--- src/rtl/comp_demux_pkg.sv ---
package comp_demux_pkg;

  parameter int unsigned PIX_W = 10;

  typedef enum logic [1:0] {
    MODE_GBR444    = 2'b00,
    MODE_YUV444    = 2'b01,
    MODE_YUV422_2P = 2'b10,
    MODE_YUV422_1P = 2'b11
  } fmt_e;

  // One captured input slot: raw ports, multiplex phase and a usable flag
  typedef struct packed {
    logic [PIX_W-1:0] gy;
    logic [PIX_W-1:0] rpr;
    logic [PIX_W-1:0] bpb;
    logic [1:0]       ph;
    logic             live;
  } cap_t;

endpackage

--- src/rtl/cdm_capture.sv ---
module cdm_capture
  import comp_demux_pkg::*;
(
  input  logic             clk,
  input  logic             rst_n,
  input  logic             blank_n,
  input  fmt_e             fmt,
  input  logic [PIX_W-1:0] gy,
  input  logic [PIX_W-1:0] rpr,
  input  logic [PIX_W-1:0] bpb,
  output cap_t             cap_q
);

  logic [1:0] run_cnt;
  logic       blank_q;

  // run_cnt counts samples since the last blanked edge; its old value is the phase
  always_ff @(posedge clk or negedge rst_n) begin
    if (!rst_n) begin
      run_cnt <= '0;
      blank_q <= 1'b0;
      cap_q   <= '0;
    end else begin
      run_cnt    <= blank_n ? run_cnt + 2'd1 : 2'd0;
      blank_q    <= blank_n;
      cap_q.gy   <= gy;
      cap_q.rpr  <= rpr;
      cap_q.bpb  <= bpb;
      cap_q.ph   <= run_cnt;
      cap_q.live <= fmt[1] ? blank_n : 1'b1;
    end
  end

  AST_PHASE_RESTART: assert property (@(posedge clk) disable iff (!rst_n)
    $rose(blank_q) |-> (cap_q.ph == 2'd0));

  AST_PHASE_STEP: assert property (@(posedge clk) disable iff (!rst_n)
    (blank_q && $past(blank_q)) |-> (cap_q.ph == $past(cap_q.ph) + 2'd1));

endmodule

--- src/rtl/cdm_history.sv ---
module cdm_history
  import comp_demux_pkg::*;
#(
  parameter int unsigned DEPTH = 9
) (
  input  logic clk,
  input  logic rst_n,
  input  cap_t head_i,
  output cap_t tap_o [DEPTH]
);

  cap_t line_q [1:DEPTH-1];

  always_ff @(posedge clk or negedge rst_n) begin
    if (!rst_n) begin
      for (int j = 1; j < DEPTH; j++) line_q[j] <= '0;
    end else begin
      line_q[1] <= head_i;
      for (int j = 2; j < DEPTH; j++) line_q[j] <= line_q[j-1];
    end
  end

  for (genvar j = 0; j < DEPTH; j++) begin : g_tap
    if (j == 0) begin : g_head
      assign tap_o[j] = head_i;
    end else begin : g_line
      assign tap_o[j] = line_q[j];
    end
  end

endmodule

--- src/rtl/cdm_assemble.sv ---
module cdm_assemble
  import comp_demux_pkg::*;
#(
  parameter int unsigned LAT_444 = 7,
  parameter int unsigned LAT_2P  = 8,
  parameter int unsigned LAT_1P  = 9,
  parameter int unsigned DEPTH   = LAT_1P
) (
  input  logic             clk,
  input  logic             rst_n,
  input  fmt_e             fmt,
  input  cap_t             hist_i [DEPTH],
  output logic [PIX_W-1:0] out_y,
  output logic [PIX_W-1:0] out_pb,
  output logic [PIX_W-1:0] out_pr,
  output logic             out_valid
);

  // Tap j holds the slot captured j+1 edges before the output edge
  localparam int unsigned T444  = LAT_444 - 1;
  localparam int unsigned T2_Y  = LAT_2P - 1;
  localparam int unsigned T2_CB = LAT_2P - 1;
  localparam int unsigned T2_CR = LAT_2P - 2;
  localparam int unsigned T1_CB = LAT_1P - 1;
  localparam int unsigned T1_Y  = LAT_1P - 2;
  localparam int unsigned T1_CR = LAT_1P - 3;

  logic             y_ld, cb_ld, cr_ld;
  logic [PIX_W-1:0] y_nx, cb_nx, cr_nx;

  always_comb begin
    case (fmt)
      MODE_YUV422_2P: begin
        y_ld  = hist_i[T2_Y].live;
        y_nx  = hist_i[T2_Y].gy;
        cb_ld = hist_i[T2_CB].live && !hist_i[T2_CB].ph[0];
        cb_nx = hist_i[T2_CB].rpr;
        cr_ld = hist_i[T2_CR].live && hist_i[T2_CR].ph[0];
        cr_nx = hist_i[T2_CR].rpr;
      end
      MODE_YUV422_1P: begin
        y_ld  = hist_i[T1_Y].live && hist_i[T1_Y].ph[0];
        y_nx  = hist_i[T1_Y].gy;
        cb_ld = hist_i[T1_CB].live && (hist_i[T1_CB].ph == 2'd0);
        cb_nx = hist_i[T1_CB].gy;
        cr_ld = hist_i[T1_CR].live && (hist_i[T1_CR].ph == 2'd2);
        cr_nx = hist_i[T1_CR].gy;
      end
      default: begin
        y_ld  = hist_i[T444].live;
        y_nx  = hist_i[T444].gy;
        cb_ld = hist_i[T444].live;
        cb_nx = hist_i[T444].bpb;
        cr_ld = hist_i[T444].live;
        cr_nx = hist_i[T444].rpr;
      end
    endcase
  end

  always_ff @(posedge clk or negedge rst_n) begin
    if (!rst_n) begin
      out_y     <= '0;
      out_valid <= 1'b0;
    end else begin
      out_valid <= y_ld;
      if (y_ld) out_y <= y_nx;
    end
  end

  always_ff @(posedge clk or negedge rst_n) begin
    if (!rst_n) begin
      out_pb <= '0;
      out_pr <= '0;
    end else begin
      if (cb_ld) out_pb <= cb_nx;
      if (cr_ld) out_pr <= cr_nx;
    end
  end

  AST_LUMA_HOLD: assert property (@(posedge clk) disable iff (!rst_n)
    !out_valid |-> $stable(out_y));

  AST_ONEPORT_GAP: assert property (@(posedge clk) disable iff (!rst_n)
    (fmt == MODE_YUV422_1P && $past(fmt) == MODE_YUV422_1P && $past(out_valid))
      |-> !out_valid);

endmodule

--- src/rtl/comp_demux.sv ---
module comp_demux
  import comp_demux_pkg::*;
#(
  parameter int unsigned LAT_444 = 7,
  parameter int unsigned LAT_2P  = 8,
  parameter int unsigned LAT_1P  = 9
) (
  input  logic             clk,
  input  logic             rst_n,
  input  logic             blank_n,
  input  logic [1:0]       fmt_sel,
  input  logic [PIX_W-1:0] in_gy,
  input  logic [PIX_W-1:0] in_rpr,
  input  logic [PIX_W-1:0] in_bpb,
  output logic [PIX_W-1:0] out_y,
  output logic [PIX_W-1:0] out_pb,
  output logic [PIX_W-1:0] out_pr,
  output logic             out_valid
);

  localparam int unsigned HIST_DEPTH = LAT_1P;

  fmt_e fmt;
  cap_t cap_q;
  cap_t hist [HIST_DEPTH];

  assign fmt = fmt_e'(fmt_sel);

  cdm_capture u_cap (
    .clk     (clk),
    .rst_n   (rst_n),
    .blank_n (blank_n),
    .fmt     (fmt),
    .gy      (in_gy),
    .rpr     (in_rpr),
    .bpb     (in_bpb),
    .cap_q   (cap_q)
  );

  cdm_history #(.DEPTH(HIST_DEPTH)) u_hist (
    .clk    (clk),
    .rst_n  (rst_n),
    .head_i (cap_q),
    .tap_o  (hist)
  );

  cdm_assemble #(
    .LAT_444 (LAT_444),
    .LAT_2P  (LAT_2P),
    .LAT_1P  (LAT_1P),
    .DEPTH   (HIST_DEPTH)
  ) u_asm (
    .clk       (clk),
    .rst_n     (rst_n),
    .fmt       (fmt),
    .hist_i    (hist),
    .out_y     (out_y),
    .out_pb    (out_pb),
    .out_pr    (out_pr),
    .out_valid (out_valid)
  );

endmodule

--- config.mk ---
export PLATFORM = sky130hd
export DESIGN_NAME = comp_demux
export DESIGN_NICKNAME = d
export VERILOG_FILES = /design/src/rtl/comp_demux_pkg.sv /design/src/rtl/cdm_capture.sv /design/src/rtl/cdm_history.sv /design/src/rtl/cdm_assemble.sv /design/src/rtl/comp_demux.sv
export SDC_FILE = /design/constraint.sdc
export NUM_CORES = 1
export LEC_CHECK = 0
export BUFFER_PORTS_ARGS = -buffer_cell sky130_fd_sc_hd__buf_2
export CELL_PAD_IN_SITES_DETAIL_PLACEMENT = 0
export CELL_PAD_IN_SITES_GLOBAL_PLACEMENT = 1
export CORE_UTILIZATION = 40
export CTS_CLUSTER_DIAMETER = 200
export DETAILED_ROUTE_END_ITERATION = 10
export GPL_TIMING_DRIVEN = 0
export PLACE_DENSITY = 0.67
export SLEW_MARGIN = 15
export SYNTH_ARGS = -nofsm -noshare
export SYNTH_HDL_FRONTEND = slang
export SYNTH_HIERARCHICAL = 1
export SYNTH_SLANG_ARGS = --single-unit
--- constraint.sdc ---
create_clock -name clk -period 3.95 [get_ports clk]
set_input_delay 0.9875 -clock clk [delete_from_list [all_inputs] [get_ports clk]]
set_output_delay 0.9875 -clock clk [all_outputs]
set_load 0.005 [all_outputs]
Word-level counts from Yosys, hierarchy flattened
Index checks and enable logic that the tools add are counted.
{"block": "classes", "n_addsub": 1, "n_mul": 0, "div_mod_pow": 0, "n_lt_le_gt_ge": 0, "n_eq_ne": 3, "shift": 0, "muxes": 8, "bitwise": 0, "reduce_logical": 8}
{"op": "10-bit 2-to-1 mux", "count": 2}
{"op": "10-bit case mux with 2 select lines", "count": 1}
{"op": "2-bit equality test (second input constant)", "count": 3}
{"op": "1-bit case mux with 2 select lines", "count": 3}
{"op": "1-bit logical AND", "count": 5}
{"op": "2-bit by 1-bit adder with 2-bit output (second input constant)", "count": 1}
{"op": "2-bit logical NOT", "count": 1}
{"op": "2-bit 2-to-1 mux", "count": 1}
{"op": "2-bit OR reduction", "count": 1}
{"op": "1-bit logical NOT", "count": 1}
{"op": "1-bit 2-to-1 mux", "count": 1}
{"block": "totals", "register_bits": 300, "latch_bits": 0, "ram_bits": 0, "rom_bits": 0, "inputBits": 35, "memories": 0}

Depth between registers and ports, before layout
{"block": "depth", "depth_word": 3, "depth_mapped": 5, "mapped_depth_nobuf": 3}

Cells and area by module
The synthesis kept the hierarchy.
{"module": "cdm_history", "n_inst": 1, "cells_per_inst": 297, "area_per_inst_um2": 6854.1, "seq_area_each_um2": 6606.3}
{"module": "cdm_assemble", "n_inst": 1, "cells_per_inst": 129, "area_per_inst_um2": 1659.1, "seq_area_each_um2": 775.7}
{"module": "cdm_capture", "n_inst": 1, "cells_per_inst": 39, "area_per_inst_um2": 905.9, "seq_area_each_um2": 875.8}

Worst setup path after synthesis
Ideal clock, no wire load.
{"block": "synth_path", "kind": "input to register", "startpoint": "input port fmt_sel[1]", "endpoint": "register u_asm.out_pb[0]", "arrival_time_ns": 2.172, "required_time_ns": 3.825, "setup_slack_ns": 1.654, "path_stages": 4, "n_path_buf": 1, "path_cell_list": "buf_4 > and4bb_2 > a211oi_4 > mux2_2"}
{"block": "synth_between", "elab_chain_len": 2, "elab_cells_between_ends": 4}
{"item": "from (decl)", "line": "comp_demux.sv:11", "text": "input logic [1:0] fmt_sel,"}
{"item": "2-bit equality test", "line": "cdm_assemble.sv:32", "text": "case (fmt)"}
{"item": "10-bit case mux with 2 select lines or 1-bit case mux with 2 select lines (tied branches)", "line": "cdm_assemble.sv:32"}
{"item": "to (signal assigned)", "line": "cdm_assemble.sv:75", "text": "if (cb_ld) out_pb <= cb_nx;"}
{"item": "to (decl)", "line": "cdm_assemble.sv:14", "text": "output logic [PIX_W-1:0] out_pb,"}
Several ways; a longest one is shown, not always the timed one.
A chain may end at the register's enable or synchronous reset.

Worst setup path after layout
{"block": "layout_path", "startpoint": "input port fmt_sel[1]", "endpoint": "register u_asm.out_pb[3]"}
Same word-level chain as after synthesis.

==> qor.yml <==
clocking:
  path_clk_slew_ns: 0.06
  cts_resized: 0
  numCtsBuffers: 27
  cts.htree.levels: 1
  hold_buffers: 0
  tritoncts: "yes"
  insertion_delay_ns: 0.51
  cts_sinks: 300
  cts_buffer_depth: 3
  post_cts_buffers: 0
  clock-root-buffer: "clkbuf_16"
detailed_routing:
  drt-initial-drc-count: 145
  vias_per_cell: 4.268
  wl_per_cell_um: 14.26
  dr.pass1.iters: 3
  drcViolationCount: 0
  ant_nets: 0
  vias: 3350
  wl_um: 11190
setup_path:
  path_cells: "buf_2 > buf_4 > and4bb_2 > a211oi_4 > mux2_2"
  end_kind: "flip-flop"
  worstPathMaxFanout: 10
  rr_startpoint: "u_hist/tap_o[67]"
  max_stage_delay_ns: 0.53
  crit_type: "in2reg"
  worst_path_max_delay_cell: "a211oi_4"
  rrSetupSlack_ns: 2.13
  reg2regPathDepth: 3
  cp.required_ns: 4.34
  r2r-end: "u_asm/out_pr[5]"
  critPathLaunchType: "primary input"
  arrival_ns: 2.45
pwr:
  p_comb_share_pct: 4.5
  p_sw_mw: 1.232
  ir_drop_v: 0.0003148
  clkPwrFrac_pct: 40.7
  p_seq_share_pct: 54.7
  p_per_area_mw_per_mm2: 610.7
  swShare_pct: 20.12
  total_power_mw: 6.121
  internal_power_mw: 4.889
  leakagePower_nw: 4.576
sta:
  tns_ns: 0
  grt_setup_unrepaired: "no"
  slew_viol_final: 0
  hold_viol_final: 0
  slew_headroom_pct: 42.26
  setup_slack_ns: 1.887
  whs_ns: 0.3430
  fin_worst_skew_ns: 0.01160
  finalSetupViolCount: 0
  max_clock_freq_mhz: 484.8
  period_share_pct: 52.22
  final.min_clock_period_ns: 2.063
  worst_pin_slew_ns: 0.8633
layout:
  final_util_pct: 49.06
  final_cell_mix: "dfrtp_1 (300), buf_2 (67), mux2_2 (50), clkbuf_16 (27)"
  final_layout_size_suffix_gt1_share_pct: 32.82
  syn_to_final_growth_pct: 19.03
  nNetsFinal: 532
  antennaDiodeCount: 0
  final_common_cell: "dfrtp_1"
die:
  die_w_um: 147.1
  die_y_um: 147.1
  start_util_pct: 41.22
  core_mm2: 0.02043
  core.rowCount: 52
  pin_count: 66
  dieArea_mm2: 0.02164
logic_synthesis:
  syn_avg_cell_area_um2: 20.95
  syn_inst: 402
  syn_area_mm2: 0.008421
  yosysWarnings: 6
  synthesis.nets: 437
status:
  status: "completed"
worst_hold_path:
  hold_depth: 0
  hold_path_class: "reg2reg"
  min_to: "u_hist/tap_o[149]"
  min-delay-start: "u_hist/tap_o[182]"
placed_design:
  dpl.hpwl_um: 6694
  place_ws_ns: 1.348
  gp_congestion: 0.6909
  io_buffers: 64
global_route:
  grt_pass1_wl_um: 18920
  grt_pass1_vias: 3718
  grt_max_degree: 114
  track_usage_pct: 11.17
  antenna_found_initial: 0
  grt_overflow: 0
job:
  max-cap-violations: 0
-- power by group through the flow --
stage / clock network [mW] / registers, mW / logic (mW)
4_1_cts: 2.59 / 3.36 / 0.288
3_5_place_dp: 0 / 3.41 / 0.285
3_3_place_gp: 0 / 3.40 / 0.271
6_report: 2.49 / 3.35 / 0.278
2_1_floorplan: 0 / 3.39 / 0.113
5_1_grt: 2.70 / 3.37 / 0.313
-- state kept, by name, indices dropped and copies added (netlist names) --
name             cells
u_asm/out_pb        10
u_hist/tap_o       234
u_asm/out_y         10
u_asm/out_valid      1
u_cap/run_cnt        2
u_asm/out_pr        10
u_cap/cap_q         33
-- per-stage QoR --
step,instances,instance area [um2]
global placement,736,9079
finish,785,10020
CTS,785,10020
floorplan,402,8421
detailed placement,738,9144
global route,785,10020
-- worst max-delay path, delay by kind of cell --
kind,cells,cell delay [ns]
AO/OA/AOI/OAI,1,0.53
multiplexers,1,0.40
buffers and inverters,2,0.29
AND/OR/NAND/NOR,1,0.24
-- worst max path at each step --
| stage | startpoint | endpoint | slack (ns) | cells past startpoint |
|---|---|---|---|---|
| 5_1_grt | fmt_sel[1] | u_asm/out_pb[3] | 1.82 | 5 |
| 4_1_cts | u_asm/out_y[2] | out_y[2] | 1.86 | 1 |
| 3_5_place_dp | fmt_sel[1] | u_asm/out_pb[4] | 1.35 | 5 |
| 2_1_floorplan | fmt_sel[1] | u_asm/out_pb[0] | 1.65 | 4 |
| 3_3_place_gp | rst_n | u_cap/cap_q[17] | -3.16 | 1 |
| 6_report | fmt_sel[1] | u_asm/out_pb[3] | 1.89 | 5 |
-- routing by layer --
layer / vias up / wire [um] / GRT usage [%]
met5: - / 0 / 0
met4: 0 / 293 / 4.175
met3: 27 / 680 / 3.106
met2: 65 / 5666 / 18.96
met1: 1754 / 4553 / 13.63
li1: 1504 / - / -
-- final cells by class --
cell class | count | area (um2)
clock buffers | 40 | 814.5
inverters | 1 | 3.754
clock inverters | 7 | 65.06
multi-input cells | 94 | 874.6
flip-flops and latches | 300 | 7507
well taps | 270 | 337.8
fillers | 1712 | 10410
plain buffers | 7 | 35.03
repair buffers | 66 | 385.4
Power figures use the tool's default switching activity.
